<file path="src/rtl/pwm_slice_pkg.sv">
package pwm_slice_pkg;

  typedef enum logic [1:0] {
    ADV_FREE  = 2'd0,
    ADV_GATED = 2'd1,
    ADV_RISE  = 2'd2,
    ADV_FALL  = 2'd3
  } adv_mode_e;

  localparam int REG_AW = 3;

  localparam logic [REG_AW-1:0] REG_CTRL  = 3'd0;
  localparam logic [REG_AW-1:0] REG_DIV   = 3'd1;
  localparam logic [REG_AW-1:0] REG_COUNT = 3'd2;
  localparam logic [REG_AW-1:0] REG_CMP   = 3'd3;
  localparam logic [REG_AW-1:0] REG_WRAP  = 3'd4;

  localparam int CTRL_EN_BIT   = 0;
  localparam int CTRL_INV_LSB  = 2;
  localparam int CTRL_MODE_LSB = 4;

endpackage

</file>
<file path="src/rtl/pwm_slice_regs.sv">
module pwm_slice_regs
  import pwm_slice_pkg::*;
#(
  parameter int CNT_W  = 16,
  parameter int INT_W  = 8,
  parameter int FRAC_W = 4,
  parameter int DATA_W = 32,
  parameter int NCH    = 2
) (
  input  logic                         clk,
  input  logic                         rst,
  input  logic                         wr_en,
  input  logic [REG_AW-1:0]            wr_addr,
  input  logic [DATA_W-1:0]            wr_data,
  input  logic                         period_end,
  output logic                         enable,
  output logic [NCH-1:0]               inv,
  output adv_mode_e                    mode,
  output logic [INT_W-1:0]             div_int,
  output logic [FRAC_W-1:0]            div_frac,
  output logic [NCH-1:0][CNT_W-1:0]    cmp_act,
  output logic [CNT_W-1:0]             wrap_act,
  output logic                         cnt_load,
  output logic [CNT_W-1:0]             cnt_load_val
);

  localparam logic [INT_W-1:0] INT_RESET = INT_W'(1);

  logic [NCH-1:0][CNT_W-1:0] cmp_stg;
  logic [CNT_W-1:0]          wrap_stg;

  // Software-visible staging registers
  always_ff @(posedge clk) begin
    if (rst) begin
      enable   <= 1'b0;
      inv      <= '0;
      mode     <= ADV_FREE;
      div_int  <= INT_RESET;
      div_frac <= '0;
      cmp_stg  <= '0;
      wrap_stg <= '1;
    end else if (wr_en) begin
      case (wr_addr)
        REG_CTRL: begin
          enable <= wr_data[CTRL_EN_BIT];
          inv    <= wr_data[CTRL_INV_LSB +: NCH];
          mode   <= adv_mode_e'(wr_data[CTRL_MODE_LSB +: 2]);
        end
        REG_DIV: begin
          div_frac <= wr_data[FRAC_W-1:0];
          div_int  <= wr_data[FRAC_W +: INT_W];
        end
        REG_CMP: begin
          for (int c = 0; c < NCH; c++) begin
            cmp_stg[c] <= wr_data[c*CNT_W +: CNT_W];
          end
        end
        REG_WRAP: wrap_stg <= wr_data[CNT_W-1:0];
        default: ;
      endcase
    end
  end

  // Active copies: follow staging while idle, otherwise only at period end
  always_ff @(posedge clk) begin
    if (rst) begin
      cmp_act  <= '0;
      wrap_act <= '1;
    end else if (!enable || period_end) begin
      cmp_act  <= cmp_stg;
      wrap_act <= wrap_stg;
    end
  end

  assign cnt_load     = wr_en && (wr_addr == REG_COUNT);
  assign cnt_load_val = wr_data[CNT_W-1:0];

endmodule

</file>
<file path="src/rtl/pwm_slice_fracdiv.sv">
module pwm_slice_fracdiv #(
  parameter int INT_W  = 8,
  parameter int FRAC_W = 4
) (
  input  logic              clk,
  input  logic              rst,
  input  logic              run,
  input  logic [INT_W-1:0]  div_int,
  input  logic [FRAC_W-1:0] div_frac,
  output logic              tick
);

  localparam int DIV_W = INT_W + FRAC_W + 1;
  localparam int ACC_W = DIV_W + 1;
  localparam logic [ACC_W-1:0] STEP = ACC_W'(1) << FRAC_W;

  logic [ACC_W-1:0] acc;
  logic [ACC_W-1:0] sum;
  logic [ACC_W-1:0] period;

  // Integer zero selects the longest period (2**INT_W)
  always_comb begin
    if (div_int == '0) period = ACC_W'({1'b1, {INT_W{1'b0}}, div_frac});
    else               period = ACC_W'({1'b0, div_int, div_frac});
    sum  = acc + STEP;
    tick = run && (sum >= period);
  end

  always_ff @(posedge clk) begin
    if (rst)      acc <= '0;
    else if (run) acc <= tick ? (sum - period) : sum;
  end

endmodule

</file>
<file path="src/rtl/pwm_slice_pinsync.sv">
module pwm_slice_pinsync #(
  parameter int STAGES = 2
) (
  input  logic clk,
  input  logic rst,
  input  logic pin,
  output logic level,
  output logic rise,
  output logic fall
);

  logic [STAGES-1:0] sr;
  logic              prev;

  for (genvar g = 0; g < STAGES; g++) begin : g_stage
    if (g == 0) begin : g_first
      always_ff @(posedge clk) begin
        if (rst) sr[0] <= 1'b0;
        else     sr[0] <= pin;
      end
    end else begin : g_next
      always_ff @(posedge clk) begin
        if (rst) sr[g] <= 1'b0;
        else     sr[g] <= sr[g-1];
      end
    end
  end

  always_ff @(posedge clk) begin
    if (rst) prev <= 1'b0;
    else     prev <= sr[STAGES-1];
  end

  assign level = sr[STAGES-1];
  assign rise  = sr[STAGES-1] & ~prev;
  assign fall  = ~sr[STAGES-1] & prev;

endmodule

</file>
<file path="src/rtl/pwm_slice_counter.sv">
module pwm_slice_counter #(
  parameter int CNT_W = 16,
  parameter int NCH   = 2
) (
  input  logic                      clk,
  input  logic                      rst,
  input  logic                      advance,
  input  logic                      cnt_load,
  input  logic [CNT_W-1:0]          cnt_load_val,
  input  logic [CNT_W-1:0]          wrap_act,
  input  logic [NCH-1:0][CNT_W-1:0] cmp_act,
  input  logic [NCH-1:0]            inv,
  output logic [CNT_W-1:0]          cnt,
  output logic [NCH-1:0]            ch_out,
  output logic                      wrap_pulse,
  output logic                      period_end
);

  assign period_end = advance && !cnt_load && (cnt == wrap_act);

  always_ff @(posedge clk) begin
    if (rst) begin
      cnt        <= '0;
      wrap_pulse <= 1'b0;
    end else begin
      wrap_pulse <= period_end;
      if (cnt_load)     cnt <= cnt_load_val;
      else if (advance) cnt <= period_end ? '0 : cnt + 1'b1;
    end
  end

  for (genvar c = 0; c < NCH; c++) begin : g_chan
    always_ff @(posedge clk) begin
      if (rst) ch_out[c] <= 1'b0;
      else     ch_out[c] <= (cnt < cmp_act[c]) ^ inv[c];
    end
  end

endmodule

</file>
<file path="src/rtl/pwm_slice.sv">
module pwm_slice
  import pwm_slice_pkg::*;
#(
  parameter int CNT_W       = 16,
  parameter int INT_W       = 8,
  parameter int FRAC_W      = 4,
  parameter int SYNC_STAGES = 2,
  parameter int DATA_W      = 32
) (
  input  logic              clk,
  input  logic              rst,
  input  logic              wr_en,
  input  logic [REG_AW-1:0] wr_addr,
  input  logic [DATA_W-1:0] wr_data,
  input  logic              pin_b_in,
  output logic [CNT_W-1:0]  ctr_value,
  output logic              out_a,
  output logic              out_b,
  output logic              pin_b_oe,
  output logic              wrap_pulse
);

  localparam int NCH = 2;

  logic                      en_w;
  logic [NCH-1:0]            inv_w;
  adv_mode_e                 mode_w;
  logic [INT_W-1:0]          div_int_w;
  logic [FRAC_W-1:0]         div_frac_w;
  logic [NCH-1:0][CNT_W-1:0] cmp_w;
  logic [CNT_W-1:0]          wrap_w;
  logic                      load_w;
  logic [CNT_W-1:0]          load_val_w;
  logic                      period_end_w;
  logic                      b_level, b_rise, b_fall;
  logic                      div_run, div_tick, edge_step, advance;
  logic [NCH-1:0]            ch_w;

  pwm_slice_regs #(
    .CNT_W(CNT_W), .INT_W(INT_W), .FRAC_W(FRAC_W), .DATA_W(DATA_W), .NCH(NCH)
  ) u_regs (
    .clk(clk), .rst(rst), .wr_en(wr_en), .wr_addr(wr_addr), .wr_data(wr_data),
    .period_end(period_end_w), .enable(en_w), .inv(inv_w), .mode(mode_w),
    .div_int(div_int_w), .div_frac(div_frac_w), .cmp_act(cmp_w),
    .wrap_act(wrap_w), .cnt_load(load_w), .cnt_load_val(load_val_w)
  );

  pwm_slice_pinsync #(.STAGES(SYNC_STAGES)) u_sync (
    .clk(clk), .rst(rst), .pin(pin_b_in),
    .level(b_level), .rise(b_rise), .fall(b_fall)
  );

  always_comb begin
    div_run   = 1'b0;
    edge_step = 1'b0;
    case (mode_w)
      ADV_FREE:  div_run   = en_w;
      ADV_GATED: div_run   = en_w & b_level;
      ADV_RISE:  edge_step = en_w & b_rise;
      ADV_FALL:  edge_step = en_w & b_fall;
      default: ;
    endcase
  end

  pwm_slice_fracdiv #(.INT_W(INT_W), .FRAC_W(FRAC_W)) u_div (
    .clk(clk), .rst(rst), .run(div_run),
    .div_int(div_int_w), .div_frac(div_frac_w), .tick(div_tick)
  );

  assign advance = div_tick | edge_step;

  pwm_slice_counter #(.CNT_W(CNT_W), .NCH(NCH)) u_cnt (
    .clk(clk), .rst(rst), .advance(advance), .cnt_load(load_w),
    .cnt_load_val(load_val_w), .wrap_act(wrap_w), .cmp_act(cmp_w),
    .inv(inv_w), .cnt(ctr_value), .ch_out(ch_w),
    .wrap_pulse(wrap_pulse), .period_end(period_end_w)
  );

  assign out_a    = ch_w[0];
  assign out_b    = ch_w[1];
  assign pin_b_oe = (mode_w == ADV_FREE);

endmodule

</file>
<file path="config.mk">
export PLATFORM = sky130hd
export DESIGN_NAME = pwm_slice
export DESIGN_NICKNAME = d
export VERILOG_FILES = /design/src/rtl/pwm_slice_pkg.sv /design/src/rtl/pwm_slice_regs.sv /design/src/rtl/pwm_slice_fracdiv.sv /design/src/rtl/pwm_slice_pinsync.sv /design/src/rtl/pwm_slice_counter.sv /design/src/rtl/pwm_slice.sv
export SDC_FILE = /design/constraint.sdc
export NUM_CORES = 1
export LEC_CHECK = 0
export ABC_AREA = 1
export BUFFER_PORTS_ARGS = -buffer_cell sky130_fd_sc_hd__buf_2
export CORE_MARGIN = 2
export CORE_UTILIZATION = 32
export CTS_CLUSTER_SIZE = 30
export DETAILED_ROUTE_END_ITERATION = 8
export PLACE_DENSITY_LB_ADDON = 0.25
export SETUP_SLACK_MARGIN = 0.02
export SYNTH_ARGS = -nofsm -noshare
export SYNTH_HDL_FRONTEND = slang
export SYNTH_SLANG_ARGS = --single-unit
</file>
<file path="constraint.sdc">
create_clock -name clk -period 4.42 [get_ports clk]
set_input_delay 1.326 -clock clk [delete_from_list [all_inputs] [get_ports clk]]
set_output_delay 1.326 -clock clk [all_outputs]
set_load 0.005 [all_outputs]
</file>
Word-level counts from Yosys, hierarchy flattened
Index checks and enable logic that the tools add are counted.

Output and inout port bits: 20. Word-level logic and storage cells: 65. Register bits after elaboration: 149.

Reductions and logical operators: 15. Add/sub/neg operators: 3. Eq/ne operators: 8. Magnitude comparators: 3. Bitwise operators: 10. Multiplexer cells: 7.

Operators by type and width (number): 2-to-1 mux 16 bit (3); less-than comparator 16 bit (2); adder 16 x 1 -> 16 bit, second input constant (1); == test 16 bit (1); adder 14 x 5 -> 14 bit, second input constant (1); greater-or-equal comparator 14 x 13 -> 1 bit (1); 2-to-1 mux 14 bit (1); subtractor 14 x 13 -> 14 bit (1); 2-to-1 mux 13 bit (1); zero test 8 bit (1); AND reduction 2 bit (4); == test 3 x 2 -> 1 bit, second input constant (2); bitwise AND 1 bit (5); == test 2 bit, second input constant (2); logical AND 1 bit (4); one-hot mux 1 bit (2 select lines) (2); == test 3 x 1 -> 1 bit, second input constant (1); == test 3 bit, second input constant (1); zero test 3 bit (1); == test 2 x 1 -> 1 bit, second input constant (1); zero test 1 bit (2); zero test 2 bit (1); NOT 1 bit (2); nonzero test 2 bit (1); 3 further kinds (4).

Logic depth before layout (Yosys ltp)
Gate-level depths: netlist (run 1).

Depth in word-level cells: 10. Depth in mapped cells: 21. Gate-level depth less buffers: 20.

Cells and area by module
A second synthesis (run 1) with hierarchy kept.

Cells, all modules: 1266. Area total of the unflattened synthesis: 8519.4 µm².

Modules (own cells, without submodules): pwm_slice_regs (sequential area each 2262.2 µm², cells each 609, instances 1, area an instance 4391.7 µm²); pwm_slice_counter (sequential area each 380.4 µm², cells each 387, instances 1, area an instance 2421.1 µm²); pwm_slice_fracdiv (sequential area each 280.3 µm², cells each 245, instances 1, area an instance 1561.5 µm²); pwm_slice_pinsync (sequential area each 60.1 µm², cells each 12, instances 1, area an instance 93.8 µm²); pwm_slice (sequential area each 0.0 µm², cells each 13, instances 1, area an instance 51.3 µm²).

Worst setup path after synthesis (run 1)
OpenSTA, ideal clock, no wires.

Kind: register to register. From: register u_div.acc[4]. To: register u_regs.wrap_act[10]. Setup time: 0.134 ns. Period minus slack after synthesis: 2.759 ns. Slack: 1.661 ns. Stages on the path, launching flop included: 19. Arrival time: 2.625 ns. Path through: dfxtp_1 > ha_1 > nand2_1 > nor3_1 > xor2_1 > ha_1 > nand4_1 > inv_1 > a21oi_1 > nand3_1 > nand2_2 > nand2_4 > nand2_4 > nand2_4 > nand3_4 > nand2_4 > buf_6 > nand2_1 > nand3_1.

Longest elaborated chain between the ends: 7.

Ends and longest elaborated chain: start: declaration (RTL line pwm_slice_fracdiv.sv:17) `logic [ACC_W-1:0] acc;`; start signal: assignment (RTL line pwm_slice_fracdiv.sv:31) `else if (run) acc <= tick ? (sum - period) : sum;`; adder 14 x 5 -> 14 bit (RTL line pwm_slice_fracdiv.sv:25) `sum = acc + STEP;`; greater-or-equal comparator 14 x 13 -> 1 bit (RTL line pwm_slice_fracdiv.sv:26) `tick = run && (sum >= period);`; logical AND 1 bit (RTL line pwm_slice_fracdiv.sv:26); bitwise OR 1 bit (RTL line pwm_slice.sv:70) `assign advance = div_tick | edge_step;`; logical AND 1 bit (2 in a row) (RTL line pwm_slice_counter.sv:19) `assign period_end = advance && !cnt_load && (cnt == wrap_act);`; logical OR 1 bit (RTL line pwm_slice_regs.sv:69) `end else if (!enable || period_end) begin`; end signal: assignment (RTL line pwm_slice_regs.sv:71) `wrap_act <= wrap_stg;`; end: declaration (RTL line pwm_slice_regs.sv:22) `output logic [CNT_W-1:0] wrap_act,`.

No other way between the ends. A chain may end at the register's enable or synchronous reset.

Worst setup path in the final report (run 1)
From: register u_div.acc[4]. To: register u_regs.cmp_act[1] (netlist name).

Longest elaborated chain between the ends: 7.

Ends and longest elaborated chain: adder 14 x 5 -> 14 bit (RTL line pwm_slice_fracdiv.sv:25); greater-or-equal comparator 14 x 13 -> 1 bit (RTL line pwm_slice_fracdiv.sv:26); logical AND 1 bit (RTL line pwm_slice_fracdiv.sv:26); bitwise OR 1 bit (RTL line pwm_slice.sv:70); logical AND 1 bit (2 in a row) (RTL line pwm_slice_counter.sv:19); logical OR 1 bit (RTL line pwm_slice_regs.sv:69); end signal: assignment (RTL line pwm_slice_regs.sv:70) `cmp_act <= cmp_stg;`; end: declaration (RTL line pwm_slice_regs.sv:21) `output logic [NCH-1:0][CNT_W-1:0] cmp_act,`.

No other way between the ends.

==> results.md, run 1 <==
- Status: finished, final reports clean
- Critical R2R Launch: u_div.acc[4]
- Hold path start: u_sync.sr[0]
- Area grow syn2layout: 13.8%
- Post-layout util: 0.367
- Xor/xnor share of the synthesized area: 0.0402
- Most common cell after layout, fill and taps aside: nand2_1
- RSZ-0062 raised after global routing: no
- Flops & latches, synth: around 150
- Pre-antenna DRT Iters: 5
- Reg-to-reg slack, setup: approximately 700 ps
- Max VDD drop: 202 µV
- Clock Skews: 11.4 ps
- CTS tree: built
- Inst Count DP: 1482
- Worst skew pair latency: approximately 430 ps
- Total die area: 26500 µm²
- Routed len/inst: 14.9 µm
- CTS Buffer Depth: 2
- Initial antenna violation count: 0
- Worst R2R Path Depth: 17
- Global placer's final weighted congestion: 0.837
- Max-cap violations: 0
- I/O pin cnt: around 60
- Total power: between 3 and 4 mW
- Vias in the first global route: between 6000 and 7000
- Number of enable flip-flop cells after synthesis: 0
- Dpl ws: 761 ps
- Antenna cells: 0
- RR Endpoint: u_regs.cmp_act[1]
- Yosys Warn Count: 0
- Worst rel slew slack: 0.346
- Fmax: approximately 270 MHz
- Global-route wire length before repair: approximately 36 mm
- Setup Crit Path Kind: flop to flop
- Worst-Margin Slew: 981 ps
- Synth Area in Simple Gates: 0.270
- DRC: 0
- Compound-gate portion of the synthesized area: 0.142
- Post-synthesis mux area share: 0
- Drt via density: around 4.8
- CTS HTree Levels: 4
- Period utilisation layout: 0.839
- Largest net degree at the start of global routing: 140
- WHS Endpoint: u_sync.level
- DR top layer: met4
- Syn Inst Count: about 1100
- Cell Pwr Density: between 300 and 400 nW/µm²
- Grt total ovfl: 0
- Setup Viol. Count Final: 0
- Leak Pwr: 4.09 nW
- Total Wirelength: 22.5 mm
- Setup TNS: 0 ps
- Distinct cells, synth: 37
- Clock slew at reported path FFs: roughly 60 ps
- Met1 wire length: 11.0 mm
- Startpoint types: flop
- Synth Cell Area: 8060 µm²
- Largest family of logic cells by synthesized area: simple AND/OR/NAND/NOR gates
- Syn avg cell area: 7.07 µm²
- Sequential fraction of the synthesis area: 0.370
- Number of cell rows: 58
- Max-slew violation count: 0
- Met3 WL: 816 µm
- Post-Syn Nets: approximately 1200
- Most frequent cells in the layout: nand2_1 (195), inv_1 (150), dfxtp_1 (148)
- Clock sink total: 149
- Hold Crit Class: flop to flop
- # hold bufs at CTS: 0
- WHS Path Cells: 2
- Total track usage: 0.174
- Min Tclk post-route: 3710 ps
- CORE AREA: 25000 µm²
- Post-CTS setup buffer count: 0
- CTS Buf Count: 17
- Die W: 163 µm
- Fraction of layout cells with a size suffix above 1: 0.109
- Final Hold Vio Count: 0
- Critical Path End Type: flop
- DP Wirelength: roughly 16 mm
- Die height: 163 µm
- Nets: 1256
- DR iter-0 viols: 411
- Prevailing post-synth register cell: dfxtp_1
- Starting Density: 0.323
- Cell Count, Final, Fillers Out: 1513
- Post-CTS sizing: 0
- Synth async-reset ratio: 0
- Port buffer count: between 50 and 60
- Crit-path max FO: 42
- Synth Area in Adders: 0.0724
- Worst path required time: 4730 ps
- Via count: ~7300
- Root Driver: clkbuf_16
- Met2 WL: 10.4 mm
- Critical Path AT: around 4000 ps
- Final worst setup slack: 713 ps
- DRT antenna net count: 0
==> sequential cells by signal (all words and copies together) (netlist names) <==
name and cells:
u_regs.cmp_act 32, u_regs.cmp_stg 32, u_cnt.cnt 16, u_regs.wrap_act 16, u_regs.wrap_stg 16, u_div.acc 14
u_regs.div_int 8, u_regs.div_frac 4, u_cnt.ch_out 2, u_regs.inv 2, u_regs.mode 2, u_cnt.wrap_pulse 1
u_regs.enable 1, u_sync.level 1, u_sync.prev 1, u_sync.sr 1
==> synth_stat cells, drive strengths merged (3+ instances only) <==
library cell / instances / area share
nand2: 201 / 0.098
inv: 154 / 0.072
dfxtp: 149 / 0.37
nand3: 137 / 0.092
a21oi: 124 / 0.077
nor2: 97 / 0.046
o21ai: 79 / 0.049
ha: 45 / 0.070
clkbuf: 36 / 0.017
nand4: 25 / 0.019
xnor2: 23 / 0.025
buf: 20 / 0.016
xor2: 14 / 0.015
nor3: 11 / 0.0081
nand3b: 4 / 0.0037
o21bai: 4 / 0.0042
a21o: 3 / 0.0028
o211ai: 3 / 0.0028
==> where the power goes <==
part	internal, mW	leakage (nW)	switching [mW]
Sequential	1.40	1.21	0.0359
Clock	0.802	0.257	0.591
Combinational	0.180	2.62	0.299
Total	2.38	4.09	0.926
==> logic make-up after synthesis <==
family / Yosys count
simple gates: 478
compound gates: 219
buf+inv: 210
flops: 149
fa+ha+maj: 46
xor+xnor: 37
==> area by class of cell <==
type	instances	area, µm²
timing repair buffer	69	398
tap	330	413
sequential	149	2980
clock buffer	20	457
fill	2707	15800
inverter	154	579
clock inverter	11	103
multi-input combinational	780	4240
==> through the flow <==
step,hold slack (ps),instance area (µm²)
finish,402,9170
global route,431,9170
CTS,402,9170
detailed placement,392,8610
global placement,397,8610
floorplan,388,8060
==> critical path: stages, from the launching register on <==
cell and delay, ps:
dfxtp_1 410, ha_1 210, nand2_1 80, nor3_1 300, xor2_1 150, ha_1 360
nand4_1 150, nor2_2 120, nand2_1 80, nand3_1 110, nand2_2 90, nand2_4 130
nand2_4 70, nand2_4 210, nand3_4 490, buf_12 380, a21oi_1 170, nor2_1 60
==> worst max-delay path by stage <==
stage                            start             endpoint  slack, ps  cells after the start
final                     u_div.acc[4]    u_regs.cmp_act[1]        710                     17
after global routing      u_div.acc[4]    u_regs.cmp_act[1]        370                     18
after global placement    u_div.acc[4]   u_regs.cmp_act[19]        820                     17
after detailed placement  u_div.acc[4]   u_regs.cmp_act[26]        760                     18
after floorplan           u_div.acc[4]  u_regs.wrap_act[10]       1660                     18
after CTS                 u_div.acc[4]    u_regs.cmp_act[3]        740                     17
==> routing by layer <==
layer / GRT usage / up-vias
met3: 0.0290 / 19
li1: - / 3800
met1: 0.241 / 3369
met5: 0 / -
met4: 0.0418 / 0
met2: 0.284 / 135
No activity file was read; power rests on OpenSTA's default activity.
==> inputs of run 2 (changes only) <==
==> constraint.sdc (replaced) <==
create_clock -name clk -period 3.3 [get_ports clk]
set_input_delay 0.99 -clock clk [delete_from_list [all_inputs] [get_ports clk]]
set_output_delay 0.99 -clock clk [all_outputs]
set_load 0.005 [all_outputs]
==> results.md, run 2 (synthesized netlist as in run 1, its figures left out) <==
- Slowest CP cell: dfxtp_1
- Routed len/inst: between 15 and 20 µm
- Fmax: approximately 330 MHz
- Switching Fraction: 0.276
- Final Hold Vio Count: 0
- Root Driver: clkbuf_16
- Total track usage: 0.176
- Setup Viol. Count Final: 0
- Hold Crit Class: flop to flop
- Antenna cells: 0
- Starting Density: 0.323
- Port buffer count: 58
- CP dominant cell by count: nand2_4
- Max-cap violations: 0
- Clock sink total: 149
- Area grow syn2layout: 18.2%
- Most common cell after layout, fill and taps aside: nand2_1
- Vias in the first global route: 6784
- Min Tclk post-route: 3030 ps
- Clock share of power: 0.440
- CP cell instances: buf_4 > inv_1 > nor3_1 > xor2_1 > ha_1 > a21oi_1 > nand2_1 > a21oi_2 > nand3_1 > nand2_2 > nand2_4 > nand2_4 > nand2_4 > nand3_4 > buf_4 > nand3_1 > nand2_1 > nor2_1
- Met3 GRT Util: 0.0351
- Clock slew at reported path FFs: 70 ps
- Largest net degree at the start of global routing: 82
- Initial antenna violation count: 0
- Startpoint types: flop
- Setup Crit Path Kind: flop to flop
- CTS Buf Count: 17
- I/O pin cnt: 59
- Nets: about 1300
- Die height: 163 µm
- Global placer's final weighted congestion: 0.836
- Total die area: roughly 26000 µm²
- Status: finished, final reports clean
- Drt via density: 4.85
- Worst rel slew slack: 0.311
- Met2 Use GR: 0.274
- Global-route wire length before repair: 36.6 mm
- CTS Buffer Depth: 2
- Max-slew violation count: 0
- Leak Pwr: 4.29 nW
- CTS HTree Levels: 4
- CORE AREA: 25000 µm²
- Cell Pwr Density: around 480 nW/µm²
- Grt total ovfl: 0
- Critical Path AT: 3350 ps
- Most frequent cells in the layout: nand2_1 (195), inv_1 (150), dfxtp_1 (146)
- DRT antenna net count: 0
- Largest regs: u_regs.cmp_act (32), u_regs.cmp_stg (32)
- Period utilisation layout: 0.919
- Worst path required time: 3620 ps
- Worst skew pair latency: around 420 ps
- Worst-Margin Slew: 1030 ps
- Grt peak-use layer: met2
- Met1 Resource Use GR: 0.247
- RSZ-0062 raised after global routing: no
- Setup TNS: 0 ps
- Total power: around 4.6 mW
- Max VDD drop: 275 µV
- P_int: 3.34 mW
- DR iter-0 viols: 544
- Pre-antenna DRT Iters: 5
- Gate power share: 0.147
- Total Wirelength: roughly 23 mm
- # hold bufs at CTS: 0
- CTS tree: built
- Crit-path max FO: 13
- Crit path largest cell delay: between 300 and 400 ps
- Sw power: 1.27 mW
- Critical Path End Type: flop
- Die W: ~160 µm
- Fraction of layout cells with a size suffix above 1: 0.136
- Via count: 7477
- Number of cell rows: 58
- DRC: 0
- DP Wirelength: ~16 mm
- Clock Skews: 10.3 ps
- Flop pwr share: 0.413
[run 2: path summary, 6_finish.rpt]
path / to / slack, ps / start / cells after the start
max: u_regs.cmp_act[16] / 270 / u_div.acc[4] / 18
min: u_sync.level / 420 / u_sync.sr[0] / 2
max reg2reg: u_regs.cmp_act[16] / 270 / u_div.acc[4] / 18
min reg2reg: u_sync.level / 420 / u_sync.sr[0] / 2
[run 2: critical path, delay by kind of cell (launching register included)]
| family | cells | cell delay [ps] |
|---|---|---|
| compound gates | 2 | 370 |
| flops | 1 | 330 |
| simple gates | 11 | 1240 |
| xor+xnor | 1 | 230 |
| fa+ha+maj | 1 | 310 |
| buf+inv | 3 | 420 |
[run 2: final cells by class]
class                   count  area (µm²)
fillers                  2699       15400
multi-input cells         781        4290
flip-flops and latches    149        2990
repair buffers             96         638
inverters                 154         579
clock buffers              19         443
well taps                 330         413
clock inverters            13         170
[run 2: per-layer routing]
metal  part of all wire  vias up
met2               0.45      170
met1               0.49     3433
met4              0.017        0
met5                  0        -
li1                   -     3850
met3              0.045       24
[run 2: repair_timing]
item | CTS | global route
endpoints found under the setup margin | 0 | 72
setup buffers | 0 | 4
gates resized for setup | 0 | 12
[run 2: power groups by stage]
| stage | registers [mW] | clock network [mW] | logic (mW) |
|---|---|---|---|
| 2_1_floorplan | 1.94 | 0 | 0.468 |
| 3_3_place_gp | 1.95 | 0 | 0.669 |
| 6_report | 1.91 | 2.03 | 0.678 |
| 3_5_place_dp | 1.95 | 0 | 0.672 |
| 5_1_grt | 1.91 | 2.16 | 0.773 |
| 4_1_cts | 1.91 | 2.08 | 0.676 |
[run 2: metrics by stage]
step           cells  utilization  area (µm²)  hold slack [ps]  worst slack [ps]
2_1_floorplan   1139            -        8060              388               541
3_3_place_gp    1504        0.352        8790              424               159
3_5_place_dp    1504        0.352        8790              419              98.0
4_1_cts         1536        0.377        9400              429              61.0
5_1_grt         1542        0.381        9520              446              10.2
6_report        1542        0.381        9520              425               266
==> inputs of run 3 (changes only) <==
--- a/config.mk
+++ b/config.mk
@@ -15,4 +15,5 @@
 export SETUP_SLACK_MARGIN = 0.02
 export SYNTH_ARGS = -nofsm -noshare
 export SYNTH_HDL_FRONTEND = slang
+export SYNTH_HIERARCHICAL = 1
 export SYNTH_SLANG_ARGS = --single-unit
==> results.md, run 3 <==
- Max-cap violations: 0
- Synth async-reset ratio: 0
- Clock Skews: roughly 16 ps
- Total Wirelength: 25.4 mm
- Placed cell areas: between 9000 and 10000 µm²
- Antenna cells: 0
- Slowest CP cell: dfxtp_4
- Dpl ws: -240 ps
- RSZ-0062 raised after global routing: yes
- Area grow syn2layout: 19.9%
- Synth area leader: dfxtp_1
- Global placer's final weighted congestion: around 0.86
- Flops & latches, synth: 149
- Total die area: 27900 µm²
- Largest regs: u_regs/cmp_act (32), u_regs/cmp_stg (32)
- CTS Buf Count: 17
- WHS Path Cells: 2
- Worst Setup EP: u_regs/cmp_act[27]
- Status: complete, but fails checks
- Port buffer count: 58
- Clock slew at reported path FFs: 60 ps
- Global-route wire length before repair: 40.1 mm
- Distinct cells, synth: 40
- Beginning of the critical path: u_div/acc[6]
- Worst path required time: between 3000 and 4000 ps
- CTS Buffer Depth: 2
- Critical R2R Launch: u_div/acc[6]
- Final worst setup slack: -75.9 ps
- Drt via density: 4.76
- Hold_ws: 424 ps
- DP Wirelength: 18.3 mm
- Ranking of synthesized cells by area: dfxtp_1 (35%), nand2_1 (13%), nor2_1 (9.6%)
- Cell Pwr Density: 449 nW/µm²
- Most numerous cell in the Yosys netlist: nand2_1
- Startpoint types: flop
- Largest net degree at the start of global routing: 35
- Min Tclk post-route: between 3000 and 4000 ps
- Routed len/inst: 15.1 µm
- Synth Cell Area: 8520 µm²
- Nets: ~1400
- Yosys Warn Count: 6
- Period utilisation layout: 1.02
- Final Hold Vio Count: 0
- Top-area cell type share of the netlist area: 0.350
- Failing checks: DRC, setup timing
- Most frequent cells in the layout: nand2_1 (277), nor2_1 (191), dfxtp_1 (145)
- Fraction of layout cells with a size suffix above 1: 0.200
- Die height: 167 µm
- Critical Path AT: 3700 ps
- Critical Path End Type: flop
- Setup Crit Path Kind: flop to flop
- Worst-Margin Slew: roughly 800 ps
- Reg-to-reg slack, setup: -80 ps
- Cell area after layout: approximately 10000 µm²
- CP dominant cell by count: nand2_2
- Number of enable flip-flop cells after synthesis: 0
- Total track usage: 0.182
- Via count: 8020
- Worst R2R Path Depth: 31
- DRC: 1
- Sequential fraction of the synthesis area: 0.350
- I/O pin cnt: 59
- Post-Syn Nets: 1351
- Worst skew pair latency: approximately 440 ps
- Die W: 167 µm
- Prevailing post-synth register cell: dfxtp_1
- Most common cell after layout, fill and taps aside: nand2_1
- Hold Crit Class: flop to flop
- Starting Density: 0.326
- Synth cell count leaders: nand2_1 (287), nor2_1 (219), dfxtp_1 (149), inv_1 (149), nand3_1 (113)
- Crit path largest cell delay: about 370 ps
- Syn avg cell area: 6.73 µm²
- Leak Pwr: approximately 4.7 nW
- Clock sink total: 149
- # hold bufs at CTS: 0
- Syn Inst Count: about 1300
- DR iter-0 viols: around 500
- Worst rel slew slack: 0.461
- Root Driver: clkbuf_16
- Initial antenna violation count: 0
- CORE AREA: 26100 µm²
- Fill cells: 2817
- Pre-antenna DRT Iters: 7
- Max VDD drop: 385 µV
- Number of cell rows: 59
- Vias in the first global route: roughly 7500
- CTS tree: built
- CTS HTree Levels: 4
- DRT antenna net count: 0
- RR Endpoint: u_regs/cmp_act[27]
- Post-layout util: 0.391
- Grt total ovfl: 0
- Max-slew violation count: 0
- Fmax: between 200 and 300 MHz
- Setup Viol. Count Final: 48
- Crit-path max FO: 15
## run 3: cell types whose count changed after synthesis, moves of 16 or more
cell / delta
nor2_1: +124
nand2_1: +92
clkbuf_1: -25
buf_4: +21
o21ai_0: -32
xnor2_1: -16
a22oi_1: +16
nand4_1: -17
a21oi_1: -79
## run 3: cells by family after synthesis
kind of cell,after synthesis,synth area share
and+or+nand+nor,681,0.346
buffers and inverters,229,0.117
DFF,149,0.350
AOI/OAI and AO/OA,133,0.0894
adders and majority gates,46,0.0684
xor gates and xnor gates,28,0.0288
## run 3: how the worst min path moves through the flow
stage                 start           end  slack, ps
2_1_floorplan  u_sync/sr[0]  u_sync/level        390
3_3_place_gp   u_sync/sr[0]  u_sync/level        410
3_5_place_dp   u_sync/sr[0]  u_sync/level        400
4_1_cts        u_sync/sr[0]  u_sync/level        430
5_1_grt        u_sync/sr[0]  u_sync/level        440
6_report       u_sync/sr[0]  u_sync/level        420
## run 3: per-stage QoR
stage | cells | TNS, ps | total power, mW
finish | 1686 | -2620 | 4.59
global route | 1686 | -19160 | 4.82
CTS | 1682 | -2700 | 4.60
detailed placement | 1645 | -10160 | 2.74
global placement | 1645 | -6780 | 2.74
floorplan | 1266 | -13420 | 2.51
## run 3: area by class of cell
| class | instances | area (µm²) | area share |
|---|---|---|---|
| Clock buffer | 18 | 439 | 0.0430 |
| Sequential cell | 149 | 3000 | 0.293 |
| Inverter | 166 | 634 | 0.0621 |
| Clock inverter | 14 | 118 | 0.0115 |
| Multi-Input combinational cell | 888 | 4770 | 0.467 |
| Timing Repair Buffer | 116 | 838 | 0.0821 |
| Tap cell | 335 | 419 | 0.0410 |
## run 3: worst max-delay path, delay by kind of cell, from the launching register on
family                   cells  cell delay [ps]
flip-flops                   1              370
AO/OA/AOI/OAI                2              330
adder cells (fa/ha/maj)      1              360
AND/OR/NAND/NOR             18             1460
XOR/XNOR                     1              110
buffers and inverters        9              630
## run 3: layer usage
metal  vias to the layer above  track usage  part of all wire
li1                       4112            -                 -
met2                       162        0.293              0.45
met5                         -            0                 0
met1                      3713        0.253              0.49
met4                         0       0.0563             0.018
met3                        33       0.0277             0.040
## run 3: where the power goes
part / internal, mW / switching (mW)
combinational: 0.318 / 0.499
clock: 1.00 / 0.843
sequential: 1.87 / 0.0625
## run 3: timing repair
item,4_1_cts,5_1_grt
setup buffers,5,3
gates cloned,0,2
setup endpoints to repair,63,65
pin swaps,3,7
resized for setup,35,38
endpoints found under the hold margin,0,0
